==> src/rtl/dcc_pkg.sv <==
package dcc_pkg;

    localparam logic [31:0] UNLOCK_KEY = 32'hC5AC_CE55;

    typedef enum logic [1:0] {
        REG_CTRL  = 2'd0,
        REG_COUNT = 2'd1,
        REG_KEY   = 2'd2,
        REG_STAT  = 2'd3
    } reg_sel_e;

    typedef enum logic {
        LK_OPEN = 1'b0,
        LK_SHUT = 1'b1
    } lock_state_e;

endpackage

==> src/rtl/dcc_lock_fsm.sv <==
module dcc_lock_fsm
    import dcc_pkg::*;
#(
    parameter int DATA_W = 32
) (
    input  logic              clk,
    input  logic              rst_n,
    input  logic              key_wr,
    input  logic [DATA_W-1:0] key_data,
    output logic              locked
);

    lock_state_e state_q, state_d;
    logic        key_ok;

    assign key_ok = (key_data == DATA_W'(UNLOCK_KEY));

    always_ff @(posedge clk or negedge rst_n) begin
        if (!rst_n) state_q <= LK_SHUT;
        else        state_q <= state_d;
    end

    always_comb begin
        state_d = state_q;
        unique case (state_q)
            LK_SHUT: if (key_wr && key_ok)  state_d = LK_OPEN;
            LK_OPEN: if (key_wr && !key_ok) state_d = LK_SHUT;
        endcase
    end

    always_comb begin
        locked = (state_q == LK_SHUT);
    end

    assert_unlock_R2: assert property (@(posedge clk) disable iff (!rst_n)
        (key_wr && key_data == DATA_W'(UNLOCK_KEY)) |=> !locked);

    assert_relock_R3: assert property (@(posedge clk) disable iff (!rst_n)
        (key_wr && key_data != DATA_W'(UNLOCK_KEY)) |=> locked);

    assert_hold_lock_R3: assert property (@(posedge clk) disable iff (!rst_n)
        !key_wr |=> $stable(locked));

endmodule

==> src/rtl/dcc_counter.sv <==
module dcc_counter #(
    parameter int CNT_W = 32
) (
    input  logic             clk,
    input  logic             rst_n,
    input  logic             run,
    input  logic             load,
    input  logic [CNT_W-1:0] load_val,
    output logic [CNT_W-1:0] count
);

    localparam logic [CNT_W-1:0] CNT_MAX = {CNT_W{1'b1}};

    logic [CNT_W-1:0] cnt_q;

    always_ff @(posedge clk or negedge rst_n) begin
        if (!rst_n)    cnt_q <= '0;
        else if (load) cnt_q <= load_val;
        else if (run)  cnt_q <= cnt_q + 1'b1;
    end

    assign count = cnt_q;

    assert_idle_hold_R7: assert property (@(posedge clk) disable iff (!rst_n)
        (!run && !load) |=> $stable(count));

    assert_step_R7: assert property (@(posedge clk) disable iff (!rst_n)
        (run && !load && count != CNT_MAX) |=> count == $past(count) + 1'b1);

    assert_load_wins_R8: assert property (@(posedge clk) disable iff (!rst_n)
        load |=> count == $past(load_val));

    assert_wrap_R9: assert property (@(posedge clk) disable iff (!rst_n)
        (run && !load && count == CNT_MAX) |=> count == '0);

endmodule

==> src/rtl/dbg_cyc_lock.sv <==
module dbg_cyc_lock
    import dcc_pkg::*;
#(
    parameter int DATA_W    = 32,
    parameter int ADDR_W    = 4,
    parameter bit LOCK_IMPL = 1'b1
) (
    input  logic              clk,
    input  logic              rst_n,
    input  logic              trace_en,
    input  logic              psel,
    input  logic              penable,
    input  logic              pwrite,
    input  logic [ADDR_W-1:0] paddr,
    input  logic [DATA_W-1:0] pwdata,
    input  logic              pext,
    output logic [DATA_W-1:0] prdata
);

    reg_sel_e sel;
    logic     wr_any, wr_ok, locked, ctrl_en;
    logic [DATA_W-1:0] count;
    logic [DATA_W-1:0] stat_word;
    logic     unused_addr;

    assign sel         = reg_sel_e'(paddr[3:2]);
    assign unused_addr = ^paddr[1:0];
    assign wr_any      = psel && penable && pwrite;
    assign wr_ok       = wr_any && (pext || !locked);

    generate
        if (LOCK_IMPL) begin : g_lock
            dcc_lock_fsm #(.DATA_W(DATA_W)) u_lock (
                .clk      (clk),
                .rst_n    (rst_n),
                .key_wr   (wr_any && sel == REG_KEY),
                .key_data (pwdata),
                .locked   (locked)
            );
            assign stat_word = {{(DATA_W-2){1'b0}}, locked, 1'b1};
        end else begin : g_nolock
            assign locked    = 1'b0;
            assign stat_word = '0;
        end
    endgenerate

    always_ff @(posedge clk or negedge rst_n) begin
        if (!rst_n)                          ctrl_en <= 1'b0;
        else if (wr_ok && sel == REG_CTRL)   ctrl_en <= pwdata[0];
    end

    dcc_counter #(.CNT_W(DATA_W)) u_cnt (
        .clk      (clk),
        .rst_n    (rst_n),
        .run      (ctrl_en && trace_en),
        .load     (wr_ok && sel == REG_COUNT),
        .load_val (pwdata),
        .count    (count)
    );

    always_comb begin
        prdata = '0;
        unique case (sel)
            REG_CTRL:  prdata = {{(DATA_W-1){1'b0}}, ctrl_en};
            REG_COUNT: prdata = count;
            REG_KEY:   prdata = '0;
            REG_STAT:  prdata = pext ? '0 : stat_word;
        endcase
    end

    assert_shut_ctrl_R4: assert property (@(posedge clk) disable iff (!rst_n)
        (wr_any && !pext && locked && sel == REG_CTRL) |=> $stable(ctrl_en));

    assert_ext_ctrl_R5: assert property (@(posedge clk) disable iff (!rst_n)
        (wr_any && pext && sel == REG_CTRL) |=> ctrl_en == $past(pwdata[0]));

    assert_ext_stat_R6: assert property (@(posedge clk) disable iff (!rst_n)
        (psel && !pwrite && pext && sel == REG_STAT) |-> prdata == '0);

    assert_key_reads_zero_R10: assert property (@(posedge clk) disable iff (!rst_n)
        (psel && !pwrite && sel == REG_KEY) |-> prdata == '0);

endmodule

==> config.mk <==
export PLATFORM = sky130hd
export DESIGN_NAME = dbg_cyc_lock
export DESIGN_NICKNAME = d
export VERILOG_FILES = /design/src/rtl/dcc_pkg.sv /design/src/rtl/dcc_lock_fsm.sv /design/src/rtl/dcc_counter.sv /design/src/rtl/dbg_cyc_lock.sv
export SDC_FILE = /design/constraint.sdc
export NUM_CORES = 1
export LEC_CHECK = 0
export ABC_AREA = 1
export ABC_CLOCK_PERIOD_IN_PS = 1400
export BUFFER_PORTS_ARGS = -buffer_cell sky130_fd_sc_hd__buf_4
export CAP_MARGIN = 40
export CORE_MARGIN = 2
export CORE_UTILIZATION = 50
export CTS_BUF_LIST = sky130_fd_sc_hd__clkbuf_4
export CTS_CLUSTER_DIAMETER = 150
export DETAILED_ROUTE_END_ITERATION = 10
export HOLD_SLACK_MARGIN = 0.1
export PLACE_DENSITY = 0.79
export SYNTH_ARGS = -nofsm -noshare
export SYNTH_HDL_FRONTEND = slang
export SYNTH_SLANG_ARGS = --single-unit
==> constraint.sdc <==
create_clock -name clk -period 1.4 [get_ports clk]
set_clock_uncertainty 0.1 [all_clocks]
set_input_delay 0.21 -clock clk [delete_from_list [all_inputs] [get_ports clk]]
set_output_delay 0.21 -clock clk [all_outputs]
set_load 0.02 [all_outputs]
==> qor_table.md, run 1 <==
| Quantity | This run | Unit |
|:---|:---|:---|
| Maximum clock insertion buffer count | 2 | - |
| Pin count of the biggest net entering global routing | 35 | - |
| Htree depth | 2 | - |
| Num ports | 75 | - |
| Gate count after technology mapping | 487 | - |
| Last weighted congestion value of the routability-driven placer | 0.9233 | - |
| Yosys top cell by area | sky130_fd_sc_hd__dfrtp_1 | - |
| Placement row count | 27 | - |
| Starting density of the core | 0.5266 | - |
| Cell types with the largest area share after synthesis | sky130_fd_sc_hd__dfrtp_1, sky130_fd_sc_hd__nand2_1, sky130_fd_sc_hd__inv_1 | - |
| Port Buffers | 72 | - |
| Half-perimeter wire length after placement | 7206 | um |
| Cell chosen for the clock root | sky130_fd_sc_hd__clkbuf_4 | - |
| Warnings, synthesis | 0 | - |
| DIE WIDTH | 80.62 | um |
| Post-placement cell area | 0.003925 | mm2 |
| Num CTS Buffers | 5 | - |
| Area share of the leading cell type in the synthesized netlist | 0.2813 | - |
| Tool error | [ERROR DPL-0038] Utilization greater than 100%, impossible to legalize | - |
| Mean cell area of the mapped netlist | 6.027 | um2 |
| Synth Net Count | 531 | - |
| Run status | did not finish | - |
| Clock Sink Count | 34 | - |
| Die outline height | 80.62 | um |
| Worst endpoint from the post-global-route timing repair | u_cnt.count[14]$_DFFE_PN0P_/D | - |
| Post-synthesis cell type count | 30 | - |
| Stop stage | global routing | - |
| Synthesized cell area | 0.002935 | mm2 |
| Sequential share of the synthesized area | 0.2903 | - |
| Seq cells post-synth | 34 | - |
| Worst EP kind | sequential cell input | - |
[repair_timing]
| item | 4_1_cts |
|---|---|
| setup buffers | 36 |
| gates cloned | 4 |
| pin swaps | 62 |
| hold endpoints to repair | 64 |
| setup endpoints to repair | 58 |
| resized for setup | 129 |
| hold buffers | 30 |
[logic make-up after synthesis]
kind of cell,after synthesis,synth area share
and+or+nand+nor,317,0.4923
buffers and inverters,93,0.1274
AOI/OAI and AO/OA,34,0.05925
DFF,34,0.2903
xor gates and xnor gates,8,0.02643
adders and majority gates,1,0.004262
[cells in the mapped netlist (all sizes together)]
library cell / instances
nand2: 172
nor2: 88
inv: 81
nand3: 44
dfrtp: 33
o21ai: 26
xor2: 8
a21oi: 7
buf: 6
nand4: 6
clkbuf: 5
nor3: 5
and3: 1
clkinv: 1
dfstp: 1
ha: 1
nor3b: 1
o221ai: 1
[per-stage QoR]
stage / hold WS [ps] / setup TNS [ps] / cells / worst slack (ps)
4_1_cts: 106.9 / -5575 / 748 / -259.4
3_5_place_dp: 103.7 / -2272 / 670 / -137.6
3_3_place_gp: 100.9 / -1149 / 670 / -98.08
2_1_floorplan: -185.6 / -422.2 / 487 / -71.09
==> inputs of run 2 (changes only) <==
==> config.mk (replaced) <==
export PLATFORM = sky130hd
export DESIGN_NAME = dbg_cyc_lock
export DESIGN_NICKNAME = d
export VERILOG_FILES = /design/src/rtl/dcc_pkg.sv /design/src/rtl/dcc_lock_fsm.sv /design/src/rtl/dcc_counter.sv /design/src/rtl/dbg_cyc_lock.sv
export SDC_FILE = /design/constraint.sdc
export NUM_CORES = 1
export LEC_CHECK = 0
export ABC_AREA = 1
export ABC_CLOCK_PERIOD_IN_PS = 1800
export BUFFER_PORTS_ARGS = -buffer_cell sky130_fd_sc_hd__buf_4
export CAP_MARGIN = 40
export CORE_MARGIN = 2
export CORE_UTILIZATION = 40
export DETAILED_ROUTE_END_ITERATION = 10
export PLACE_DENSITY_LB_ADDON = 0.15
export SYNTH_ARGS = -nofsm -noshare
export SYNTH_HDL_FRONTEND = slang
export SYNTH_SLANG_ARGS = --single-unit
==> constraint.sdc (replaced) <==
create_clock -name clk -period 1.8 [get_ports clk]
set_clock_uncertainty 0.1 [all_clocks]
set_input_delay 0.27 -clock clk [delete_from_list [all_inputs] [get_ports clk]]
set_output_delay 0.27 -clock clk [all_outputs]
set_load 0.02 [all_outputs]
==> run 2 against run 1 <==
- the run now ends clean
- synthesized cell count is the same
- area after synthesis is the same
==> qor_table.md, run 2 <==
| Quantity | This run | Unit | vs previous |
|:---|:---|:---|:---|
| Sequential share of the synthesized area | 0.2903 | - | unchanged |
| Syn-to-layout area delta | 28.18 | % |  |
| Post-placement cell area | 0.003654 | mm2 | was 0.003925 mm2 |
| Final Max Slew Viols | 0 | - |  |
| Warnings, synthesis | 0 | - | unchanged |
| GR Layer Usage met3 | 0.03473 | - |  |
| Met1 layer usage reported by global route | 0.2779 | - |  |
| # diodes | 0 | - |  |
| Largest driver fanout on the critical path | 3 | - |  |
| Antenna violations before repair | 0 | - |  |
| Cell with the most instances after synthesis | sky130_fd_sc_hd__nand2_1 | - | unchanged |
| TritonCTS clock tree | built | - |  |
| Leading cell type in the layout, fill and taps excluded | sky130_fd_sc_hd__nand2_1 | - |  |
| Startpoint types | register | - |  |
| Global-route wire length before repair | 14050 | um |  |
| Synthesized cell area | 0.002935 | mm2 | unchanged |
| Cell types with the largest area share after synthesis | sky130_fd_sc_hd__dfrtp_1, sky130_fd_sc_hd__nand2_1, sky130_fd_sc_hd__inv_1 | - | unchanged |
| Leakage Power | 1.989 | nW |  |
| Pin count of the biggest net entering global routing | 35 | - |  |
| Max transition margin | 0.6599 | - |  |
| Critical path endpoint category | output pin | - |  |
| Cell chosen for the clock root | sky130_fd_sc_hd__clkbuf_8 | - | was sky130_fd_sc_hd__clkbuf_4 |
| Half-perimeter wire length after placement | 6841 | um | was 7206 um |
| Area share of the leading cell type in the synthesized netlist | 0.2813 | - | unchanged |
| Number of maximum-capacitance violations | 0 | - |  |
| Summed negative setup slack over all endpoints | 0 | ps |  |
| Total Die Area | 0.008040 | mm2 |  |
| Drt wl/cell | 13.10 | um |  |
| Resized Gates After CTS | 0 | - | was 129 |
| Gate count after technology mapping | 487 | - | unchanged |
| Starting density of the core | 0.4091 | - | was 0.5266 |
| Global routing met2 resource utilization | 0.4191 | - |  |
| Mean cell area of the mapped netlist | 6.027 | um2 | unchanged |
| Leading register cell type out of synthesis | sky130_fd_sc_hd__dfrtp_1 | - | unchanged |
| Cell chain of the critical path | nand2_1, o21ai_0, buf_4 | - |  |
| Final hold violation count | 0 | - |  |
| Highest ir drop seen on vdd | 0.4916 | mV |  |
| GR peak layer | met2 | - |  |
| Layout filler cell count | 795 | - |  |
| Clock Sink Count | 34 | - | unchanged |
| Number of nets in the layout | 612 | - |  |
| Most frequent cells after synthesis | sky130_fd_sc_hd__nand2_1, sky130_fd_sc_hd__inv_1, sky130_fd_sc_hd__nor2_1 | - | unchanged |
| Floorplan core area | 0.007176 | mm2 |  |
| Htree depth | 2 | - | unchanged |
| Vias per Instance | 4.744 | - |  |
| Die outline height | 89.67 | um | was 80.62 um |
| Synth Net Count | 531 | - | unchanged |
| Remaining antenna violation count | 0 | - |  |
| Combined global-route utilization of all metal layers | 0.2297 | - |  |
| Transition time at the pin with the least slew margin | 510.2 | ps |  |
| Wire length after detailed routing | 8752 | um |  |
| Total DRC errors in the routed layout | 0 | - |  |
| Sum of overflow across all layers after global routing | 0 | - |  |
| Max FFs per register | 32 | - |  |
| Min-Delay Path Class | in2reg | - |  |
| CP max stage delay | 540 | ps |  |
| Detailed-route via count | 3169 | - |  |
| Clock transition time at the flip-flop clock pins of the worst setup and hold paths | 80 | ps |  |
| Arrival time at the worst endpoint | 1290 | ps |  |
| Maximum clock insertion buffer count | 2 | - | unchanged |
| Share of the cycle needed by the critical path after routing | 0.9198 | - |  |
| DRT Pass-1 Iters | 5 | - |  |
| Later-pin clock latency in the skew report | 290 | ps |  |
| Seq cells post-synth | 34 | - | unchanged |
| P per Cell Area | 1099 | mW/mm2 |  |
| Vias in the first global route | 3053 | - |  |
| Post-route core utilization | 0.5243 | - |  |
| Yosys top cell by area | sky130_fd_sc_hd__dfrtp_1 | - | unchanged |
| Period minus WS final | 1656 | ps |  |
| Number of DRC violations after detailed-routing iteration 0 | 187 | - |  |
| Required time at the endpoint of the critical path | 1430 | ps |  |
| DIE WIDTH | 89.67 | um | was 80.62 um |
| Maximum clock rate | 604.0 | MHz |  |
| Fraction of registers with async set/reset | 1.000 | - | unchanged |
| Total power | 0.004134 | W |  |
| CP max stage cell | sky130_fd_sc_hd__dfstp_2 | - |  |
| Setup Crit Path Kind | reg2out | - |  |
| Post-synthesis cell type count | 30 | - | unchanged |
| Port Buffers | 72 | - | unchanged |
| Ratio of cells with drive above 1 in the final layout | 0.2109 | - |  |
| Last weighted congestion value of the routability-driven placer | 0.8900 | - | was 0.9233 |
| Run status | completed | - | was did not finish |
| Num CTS Buffers | 5 | - | unchanged |
| Total setup violations reported at the end of the flow | 0 | - |  |
| Most frequent cells in the layout | sky130_fd_sc_hd__nand2_1, sky130_fd_sc_hd__buf_4, sky130_fd_sc_hd__inv_1 | - |  |
| Num ports | 75 | - | unchanged |
| Post-route design area | 0.003762 | mm2 |  |
| Placement row count | 31 | - | was 27 |
| Unrepaired setup endpoints after global routing | false | - |  |
| EDFF count, synth | 0 | - | unchanged |
run 2: cell counts after synthesis:
Identical to the previous run, type by type.
run 2: per-layer routing:
metal / vias up / share of wire
met5: - / 0
met4: 0 / 0.016
met3: 10 / 0.043
met2: 76 / 0.50
met1: 1443 / 0.44
li1: 1640 / -
run 2: stage by stage:
| step | cells | setup slack [ps] | hold slack, ps |
|---|---|---|---|
| 2_1_floorplan | 487 | 328.9 | -125.6 |
| 3_3_place_gp | 658 | 202.7 | 166.9 |
| 3_5_place_dp | 658 | 176.1 | 173.8 |
| 4_1_cts | 667 | 155.2 | 109.1 |
| 5_1_grt | 668 | 27.43 | 116.0 |
| 6_report | 668 | 144.4 | 113.6 |
run 2: path summary, 6_finish.rpt:
check / start / slack [ps] / cells after the start / endpoint
setup / recovery: register / 140 / 3 / prdata[1]
hold / removal: pwdata[0] / 110 / 3 / u_cnt.count[0]
setup reg to reg: u_cnt.count[1] / 220 / 10 / u_cnt.count[18]
hold reg to reg: register / 370 / 2 / register
max in group asynchronous: rst_n / 830 / 2 / asynchronous set/reset pin
min in group asynchronous: rst_n / 390 / 2 / u_cnt.count[26]
run 2: layout make-up:
cell class / count / area [um2] / share of cell area
clock buffers: 7 / 86.33 / 0.02295
clock inverters: 1 / 5.005 / 0.001330
inverters: 82 / 307.8 / 0.08181
multi-input cells: 360 / 1709 / 0.4543
flip-flops and latches: 34 / 852.1 / 0.2265
well taps: 99 / 123.9 / 0.03292
repair buffers: 85 / 678.2 / 0.1802
run 2: cell families (layout without fill, tap and decap cells):
kind of cell / after synthesis / in the layout / synth area share
adders and majority gates: 1 / 1 / 0.004262
xor gates and xnor gates: 8 / 8 / 0.02643
DFF: 34 / 34 / 0.2903
AOI/OAI and AO/OA: 34 / 34 / 0.05925
buffers and inverters: 93 / 175 / 0.1274
and+or+nand+nor: 317 / 317 / 0.4923
run 2: power breakdown:
part	total (W)	leakage [nW]	switching, W	internal, W
Combinational	0.00195	1.52	0.00121	0.000740
Sequential	0.00157	0.418	0.000441	0.00113
Clock	0.000617	0.0482	0.000308	0.000309
Total	0.00413	1.99	0.00196	0.00218
run 2: critical path, delay by kind of cell, from the launching register on:
kind	cells	cell delay, ps
buffers and inverters	1	180
AO/OA/AOI/OAI	1	190
AND/OR/NAND/NOR	1	90
flip-flops	1	540
run 2: timing repair:
item,in CTS,in global routing
setup buffers,0,1
hold buffers,1,0
setup endpoints to repair,0,1
endpoints found under the hold margin,33,0
Note: power is estimated with default switching activity, not from simulation.
==> inputs of run 3 (changes only) <==
--- a/config.mk
+++ b/config.mk
@@ -11,6 +11,7 @@
 export CAP_MARGIN = 40
 export CORE_MARGIN = 2
 export CORE_UTILIZATION = 40
+export CTS_BUF_LIST = sky130_fd_sc_hd__clkbuf_8
 export DETAILED_ROUTE_END_ITERATION = 10
 export PLACE_DENSITY_LB_ADDON = 0.15
 export SYNTH_ARGS = -nofsm -noshare
==> constraint.sdc (replaced) <==
create_clock -name clk -period 1.8 [get_ports clk]
set_clock_uncertainty 0.1 [all_clocks]
set_input_delay 0.36 -clock clk [delete_from_list [all_inputs] [get_ports clk]]
set_output_delay 0.36 -clock clk [all_outputs]
set_load 0.02 [all_outputs]
==> run 3 against run 2 <==
- first-iteration DRC count shrank 46%
- non-clock buffer count rose by 2
- clock-buffer cell count down 1
- combinational power increased by 2%
- register-to-register slack worse by 100 ps
- clock power is 47% higher
- critical path depth did not move
- critical endpoint unchanged
==> qor_table.md, run 3 (synthesis results as in run 2) <==
| Quantity | This run | Unit | vs previous |
|:---|:---|:---|:---|
| Floorplan core area | 0.007176 | mm2 | unchanged |
| Maximum clock insertion buffer count | 2 | - | unchanged |
| Startpoint types | register | - | unchanged |
| Later-pin clock latency in the skew report | 300 | ps | was 290 ps |
| Cell chain of the critical path | nand2_1, o21ai_2, buf_4 | - | was nand2_1, o21ai_0, buf_4 |
| Area occupied by multi-input gates | 0.001715 | mm2 | was 0.001709 mm2 |
| Antenna violations before repair | 0 | - | unchanged |
| TritonCTS clock tree | built | - | unchanged |
| Final WS setup | 105.8 | ps | was 144.4 ps |
| Min-Delay Path Class | in2reg | - | unchanged |
| Global-route wire length before repair | 14050 | um | unchanged |
| Number of nets in the layout | 614 | - | was 612 |
| CP max stage delay | 540 | ps | about the same |
| Num ports | 75 | - | unchanged |
| Wire length after detailed routing | 8658 | um | was 8752 um |
| Non-Filler Instances | 670 | - | was 668 |
| Htree depth | 2 | - | unchanged |
| Leakage Power | 2.034 | nW | was 1.989 nW |
| Starting density of the core | 0.4091 | - | unchanged |
| Die outline height | 89.67 | um | unchanged |
| Max FFs per register | 32 | - | unchanged |
| Pin count of the biggest net entering global routing | 35 | - | unchanged |
| DRT Pass-1 Iters | 6 | - | was 5 |
| Required time at the endpoint of the critical path | 1340 | ps | was 1430 ps |
| Summed negative setup slack over all endpoints | 0 | ps | unchanged |
| Register area | 852.1 | um2 | unchanged |
| Cell chosen for the clock root | sky130_fd_sc_hd__clkbuf_8 | - | unchanged |
| Run status | completed | - | unchanged |
| Last weighted congestion value of the routability-driven placer | 0.9145 | - | was 0.8900 |
| Max transition margin | 0.6825 | - | was 0.6599 |
| Most frequent cells in the layout | sky130_fd_sc_hd__nand2_1, sky130_fd_sc_hd__buf_4, sky130_fd_sc_hd__inv_1 | - | unchanged |
| Clock transition time at the flip-flop clock pins of the worst setup and hold paths | 80 | ps | about the same |
| Num CTS Buffers | 5 | - | unchanged |
| Highest ir drop seen on vdd | 0.5733 | mV | was 0.4916 mV |
| Crit path max-delay family | flip-flops | - | unchanged |
| # diodes | 0 | - | unchanged |
| Placement row count | 31 | - | unchanged |
| Layout filler cell count | 748 | - | was 795 |
| P per Cell Area | 1159 | mW/mm2 | was 1099 mW/mm2 |
| Arrival time at the worst endpoint | 1230 | ps | was 1290 ps |
| Half-perimeter wire length after placement | 6806 | um | was 6841 um |
| Syn-to-layout area delta | 31.50 | % | was 28.18% |
| Worst slack, placed | 151.1 | ps | was 176.1 ps |
| Critical path endpoint category | output pin | - | unchanged |
| Detailed-route via count | 3179 | - | was 3169 |
| Number of DRC violations after detailed-routing iteration 0 | 101 | - | was 187 |
| Number of maximum-capacitance violations | 0 | - | unchanged |
| Final Max Slew Viols | 0 | - | unchanged |
| Unrepaired setup endpoints after global routing | false | - | unchanged |
| Vias in the first global route | 2987 | - | was 3053 |
| Combined global-route utilization of all metal layers | 0.2301 | - | was 0.2297 |
| Clock Sink Count | 34 | - | unchanged |
| Remaining antenna violation count | 0 | - | unchanged |
| Share of the cycle needed by the critical path after routing | 0.9412 | - | was 0.9198 |
| DIE WIDTH | 89.67 | um | unchanged |
| CP max stage cell | sky130_fd_sc_hd__dfstp_2 | - | unchanged |
| Period minus WS final | 1694 | ps | was 1656 ps |
| Transition time at the pin with the least slew margin | 476.3 | ps | was 510.2 ps |
| Total power | 0.004475 | W | was 0.004134 W |
| Final hold violation count | 0 | - | unchanged |
| CP Buf/Inv Count | 1 | - | unchanged |
| Port Buffers | 72 | - | unchanged |
| Total Die Area | 0.008040 | mm2 | unchanged |
| Sum of overflow across all layers after global routing | 0 | - | unchanged |
| Ratio of cells with drive above 1 in the final layout | 0.2189 | - | was 0.2109 |
| Drt wl/cell | 12.92 | um | was 13.10 um |
| Maximum clock rate | 590.3 | MHz | was 604.0 MHz |
| Total DRC errors in the routed layout | 0 | - | unchanged |
| Leading cell type in the layout, fill and taps excluded | sky130_fd_sc_hd__nand2_1 | - | unchanged |
| Cell total after placement | 658 | - | unchanged |
| Total setup violations reported at the end of the flow | 0 | - | unchanged |
| Largest driver fanout on the critical path | 3 | - | unchanged |
| Setup Crit Path Kind | reg2out | - | unchanged |
| Vias per Instance | 4.745 | - | was 4.744 |
[run 3: changes by cell type in the layout (fill, tap and decap cells not counted), sizes merged]
cell / before / now
buf: 84 / 86
clkinv: 2 / 1
clkbuf: 7 / 6
bufinv: 0 / 2
[run 3: area by class of cell]
cell class | instances | share of cell area
flip-flops and latches | 34 | 0.2207
well taps | 99 | 0.03209
repair buffers | 87 | 0.1861
multi-input cells | 360 | 0.4444
inverters | 82 | 0.07974
clock inverters | 2 | 0.01556
clock buffers | 6 | 0.02139
[run 3: worst paths after layout]
kind	cells past startpoint	startpoint	slack (ps)	end
max in group asynchronous	2	rst_n	780	asynchronous set/reset pin
min reg2reg	2	register	380	register
min	3	pwdata[0]	200	u_cnt.count[0]
max	3	register	110	prdata[1]
max reg2reg	8	u_cnt.count[1]	120	u_cnt.count[22]
min in group asynchronous	2	rst_n	460	u_cnt.count[18]
[run 3: stage by stage]
stage | cell area (um2) | hold WS (ps) | utilization
floorplan | 2935 | -35.59 | -
global placement | 3679 | 256.3 | 0.5126
detailed placement | 3679 | 258.0 | 0.5126
CTS | 3831 | 191.1 | 0.5339
global route | 3860 | 208.9 | 0.5379
finish | 3860 | 197.3 | 0.5379
[run 3: worst min-delay path, delay by kind of cell]
family	cells	cell delay [ps]
buf+inv	2	130
compound gates	1	70
[run 3: per-layer routing]
metal  GRT usage  wire, um
met1      0.2906      3879
met2      0.3984      4198
met3     0.03839       384
met4     0.07598       195
met5           0         0
[run 3: what timing repair did]
action                                  CTS  global route
buffers inserted                          0             3
endpoints found under the setup margin    1             2
hold buffers                              1             0
pin swaps                                 0             3
endpoints found under the hold margin    33             0
gates resized for setup                   1             2
[run 3: power by group]
part | switching (W) | internal, W | total (W)
Clock | 0.000314 | 0.000591 | 0.000905
Sequential | 0.000455 | 0.00113 | 0.00158
Combinational | 0.00122 | 0.000772 | 0.00199
Total | 0.00198 | 0.00249 | 0.00447
==> inputs of run 4 (changes only) <==
--- a/config.mk
+++ b/config.mk
@@ -6,8 +6,8 @@
 export NUM_CORES = 1
 export LEC_CHECK = 0
 export ABC_AREA = 1
-export ABC_CLOCK_PERIOD_IN_PS = 1800
-export BUFFER_PORTS_ARGS = -buffer_cell sky130_fd_sc_hd__buf_4
+export ABC_CLOCK_PERIOD_IN_PS = 1900
+export BUFFER_PORTS_ARGS = -buffer_cell sky130_fd_sc_hd__buf_2
 export CAP_MARGIN = 40
 export CORE_MARGIN = 2
 export CORE_UTILIZATION = 40
==> constraint.sdc (replaced) <==
create_clock -name clk -period 1.9 [get_ports clk]
set_clock_uncertainty 0.1 [all_clocks]
set_input_delay 0.38 -clock clk [delete_from_list [all_inputs] [get_ports clk]]
set_output_delay 0.38 -clock clk [all_outputs]
set_load 0.02 [all_outputs]
==> run 4 against run 3 <==
- worst hold slack got worse by 170 ps
- non-clock buffer count decreased by 4
- largest power group unchanged
- register-to-register slack gained 130 ps
- via count shrank 1.7%
- sequential power shrank 5%
- setup slack better by 44 ps
- flip-flop and latch count stayed put
- clock power down 23%
- total power shrank 12%
- first-iteration DRC count rose by 22%
- clock-buffer cell count fell by 1
==> qor_table.md, run 4 (synthesis results as in run 2) <==
| Quantity | This run | Unit | vs previous |
|:---|:---|:---|:---|
| Register area | 852.1 | um2 | unchanged |
| Unrepaired setup endpoints after global routing | false | - | unchanged |
| Total Die Area | 0.008040 | mm2 | unchanged |
| Syn-to-layout area delta | 21.61 | % | was 31.50% |
| Maximum clock insertion buffer count | 2 | - | unchanged |
| Met1 layer usage reported by global route | 0.2917 | - | was 0.2906 |
| Most frequent cells in the layout | sky130_fd_sc_hd__nand2_1, sky130_fd_sc_hd__inv_1, sky130_fd_sc_hd__nor2_1 | - | was sky130_fd_sc_hd__nand2_1, sky130_fd_sc_hd__buf_4, sky130_fd_sc_hd__inv_1 |
| Vias in the first global route | 2961 | - | was 2987 |
| R2R setup slack | 250 | ps | was 120 ps |
| Min-Delay Path Class | in2async | - | was in2reg |
| Drt wl/cell | 12.95 | um | was 12.92 um |
| Required time at the endpoint of the critical path | 1420 | ps | was 1340 ps |
| Highest ir drop seen on vdd | 0.5822 | mV | was 0.5733 mV |
| Global-route wire length before repair | 14060 | um | was 14050 um |
| Summed negative setup slack over all endpoints | 0 | ps | unchanged |
| DRT Pass-1 Iters | 7 | - | was 6 |
| Later-pin clock latency in the skew report | 300 | ps | about the same |
| # diodes | 0 | - | unchanged |
| Total power | 0.003919 | W | was 0.004475 W |
| Wire length after detailed routing | 8627 | um | was 8658 um |
| Number of maximum-capacitance violations | 0 | - | unchanged |
| Number of cell instances on the worst register-to-register path | 10 | - | was 8 |
| Half-perimeter wire length after placement | 6785 | um | was 6806 um |
| Leading cell type in the layout, fill and taps excluded | sky130_fd_sc_hd__nand2_1 | - | unchanged |
| CP Buf/Inv Count | 1 | - | unchanged |
| Critical path endpoint category | output pin | - | unchanged |
| GR peak layer | met2 | - | unchanged |
| Sequential group share of total power | 0.381 | - | was 0.354 |
| Remaining antenna violation count | 0 | - | unchanged |
| Clock Sink Count | 34 | - | unchanged |
| Vias per Instance | 4.691 | - | was 4.745 |
| Last weighted congestion value of the routability-driven placer | 0.9400 | - | was 0.9145 |
| Total setup violations reported at the end of the flow | 0 | - | unchanged |
| Placement row count | 31 | - | unchanged |
| Final hold violation count | 0 | - | unchanged |
| Maximum clock rate | 571.3 | MHz |  |
| Floorplan core area | 0.007176 | mm2 | unchanged |
| Num ports | 75 | - | unchanged |
| Clock transition time at the flip-flop clock pins of the worst setup and hold paths | 80 | ps | about the same |
| CP max stage delay | 540 | ps | about the same |
| Port Buffers | 72 | - | unchanged |
| TritonCTS clock tree | built | - | unchanged |
| Cell chain of the critical path | nand2_1, o21ai_1, buf_2 | - | was nand2_1, o21ai_2, buf_4 |
| Max FFs per register | 32 | - | unchanged |
| Max transition margin | 0.6795 | - | was 0.6825 |
| GR Layer Usage met3 | 0.04205 | - | was 0.03839 |
| Crit path max-delay family | flip-flops | - | unchanged |
| Capture instance of the worst register-to-register path | u_cnt.count[24] | - | was u_cnt.count[22] |
| CP max stage cell | sky130_fd_sc_hd__dfstp_2 | - | unchanged |
| Largest driver fanout on the critical path | 3 | - | unchanged |
| Setup Crit Path Kind | reg2out | - | unchanged |
| Startpoint types | register | - | unchanged |
| Starting density of the core | 0.4091 | - | unchanged |
| Cell chosen for the clock root | sky130_fd_sc_hd__clkbuf_8 | - | unchanged |
| Num CTS Buffers | 5 | - | unchanged |
| Run status | completed | - | unchanged |
| Share of the cycle needed by the critical path after routing | 0.9212 | - |  |
| Area occupied by multi-input gates | 0.001709 | mm2 | was 0.001715 mm2 |
| Pin count of the biggest net entering global routing | 35 | - | unchanged |
| Transition time at the pin with the least slew margin | 480.7 | ps | was 476.3 ps |
| DIE WIDTH | 89.67 | um | unchanged |
| Global routing met2 resource utilization | 0.3971 | - | was 0.3984 |
| Period minus WS final | 1750 | ps |  |
| Combined global-route utilization of all metal layers | 0.2300 | - | was 0.2301 |
| Share of power burned in combinational logic | 0.442 | - | was 0.444 |
| Die outline height | 89.67 | um | unchanged |
| Post-route core utilization | 0.4975 | - | was 0.5379 |
| Reg-to-Reg Start | u_cnt.count[1] | - | unchanged |
| Detailed-route via count | 3124 | - | was 3179 |
| P per Cell Area | 1098 | mW/mm2 | was 1159 mW/mm2 |
| Number of DRC violations after detailed-routing iteration 0 | 123 | - | was 101 |
| Final Max Slew Viols | 0 | - | unchanged |
| Fraction of power consumed by the clock network | 0.177 | - | was 0.202 |
| Layout filler cell count | 803 | - | was 748 |
| Sum of overflow across all layers after global routing | 0 | - | unchanged |
| Htree depth | 2 | - | unchanged |
| Switching fraction of total power | 0.4746 | - | was 0.4435 |
| Total DRC errors in the routed layout | 0 | - | unchanged |
| Ratio of cells with drive above 1 in the final layout | 0.2116 | - | was 0.2189 |
| Arrival time at the worst endpoint | 1270 | ps | was 1230 ps |
| Reported net switching power | 0.001860 | W | was 0.001985 W |
| Antenna violations before repair | 0 | - | unchanged |
| Leakage Power | 1.949 | nW | was 2.034 nW |
| Number of nets in the layout | 610 | - | was 614 |
| Internal power component | 0.002059 | W | was 0.002490 W |
[run 4: changes by cell type in the layout (fill, tap and decap cells not counted)]
cell	change
sky130_fd_sc_hd__buf_12	-3
sky130_fd_sc_hd__buf_2	+72
sky130_fd_sc_hd__buf_4	-72
sky130_fd_sc_hd__bufinv_16	-1
sky130_fd_sc_hd__clkbuf_8	-1
sky130_fd_sc_hd__clkinv_2	+2
sky130_fd_sc_hd__dlygate4sd3_1	-1
sky130_fd_sc_hd__ha_1	+1
sky130_fd_sc_hd__ha_2	-1
sky130_fd_sc_hd__o21ai_1	+1
sky130_fd_sc_hd__o21ai_2	-1
[run 4: what timing repair did]
action,CTS,global route
hold buffers,0,0
setup buffers,0,0
endpoints found under the setup margin,0,1
resized for setup,0,1
[run 4: per-layer routing]
| layer | wire, um | vias up |
|---|---|---|
| met5 | 0 | - |
| met4 | 160 | 0 |
| met3 | 320 | 13 |
| met2 | 4230 | 72 |
| met1 | 3915 | 1398 |
| li1 | - | 1641 |
[run 4: worst max path at each step]
stage / start / end / slack, ps / cells after the start
final: register / prdata[1] / 150 / 3
after global routing: register / prdata[1] / 70 / 3
after CTS: register / prdata[1] / 110 / 3
after detailed placement: pwrite / u_cnt.count[15] / 210 / 7
after global placement: pwrite / u_cnt.count[16] / 230 / 7
after floorplan: register / prdata[1] / 340 / 2
[run 4: power groups by stage]
stage	combinational, W	sequential, W	clock (W)
final	0.00173	0.00150	0.000693
after global routing	0.00200	0.00156	0.000740
after detailed placement	0.00174	0.00150	0
after global placement	0.00171	0.00149	0
after floorplan	0.00135	0.00137	0
after CTS	0.00175	0.00149	0.000706
[run 4: stage by stage]
| step | instances | instance area, um2 | hold WS, ps | setup slack, ps |
|---|---|---|---|---|
| finish | 666 | 3570 | 22.50 | 149.7 |
| global route | 666 | 3570 | 61.01 | 68.76 |
| CTS | 666 | 3570 | 41.12 | 112.2 |
| detailed placement | 658 | 3461 | 359.8 | 207.3 |
| global placement | 658 | 3461 | 355.8 | 234.7 |
| floorplan | 487 | 2935 | -15.59 | 344.5 |
[run 4: layout make-up]
cell class                      instances  share of cell area
Sequential cell                        34              0.2387
Tap cell                               99             0.03470
Timing Repair Buffer                   83              0.1311
Inverter                               82             0.08623
Clock buffer                            5             0.01928
Clock inverter                          3             0.01122
Multi-Input combinational cell        360              0.4788
[run 4: worst reg2reg max path: stages, from the launching register on]
cell                      delay (ps)
sky130_fd_sc_hd__dfrtp_1         420
sky130_fd_sc_hd__ha_1            220
sky130_fd_sc_hd__nand2_2         100
sky130_fd_sc_hd__nor2_8          180
sky130_fd_sc_hd__nand2_8         110
sky130_fd_sc_hd__nor2_8          150
sky130_fd_sc_hd__nand2_1          60
sky130_fd_sc_hd__nand2_1          60
sky130_fd_sc_hd__nand2_1          50
sky130_fd_sc_hd__nand2_1          50
sky130_fd_sc_hd__nand2_1          50
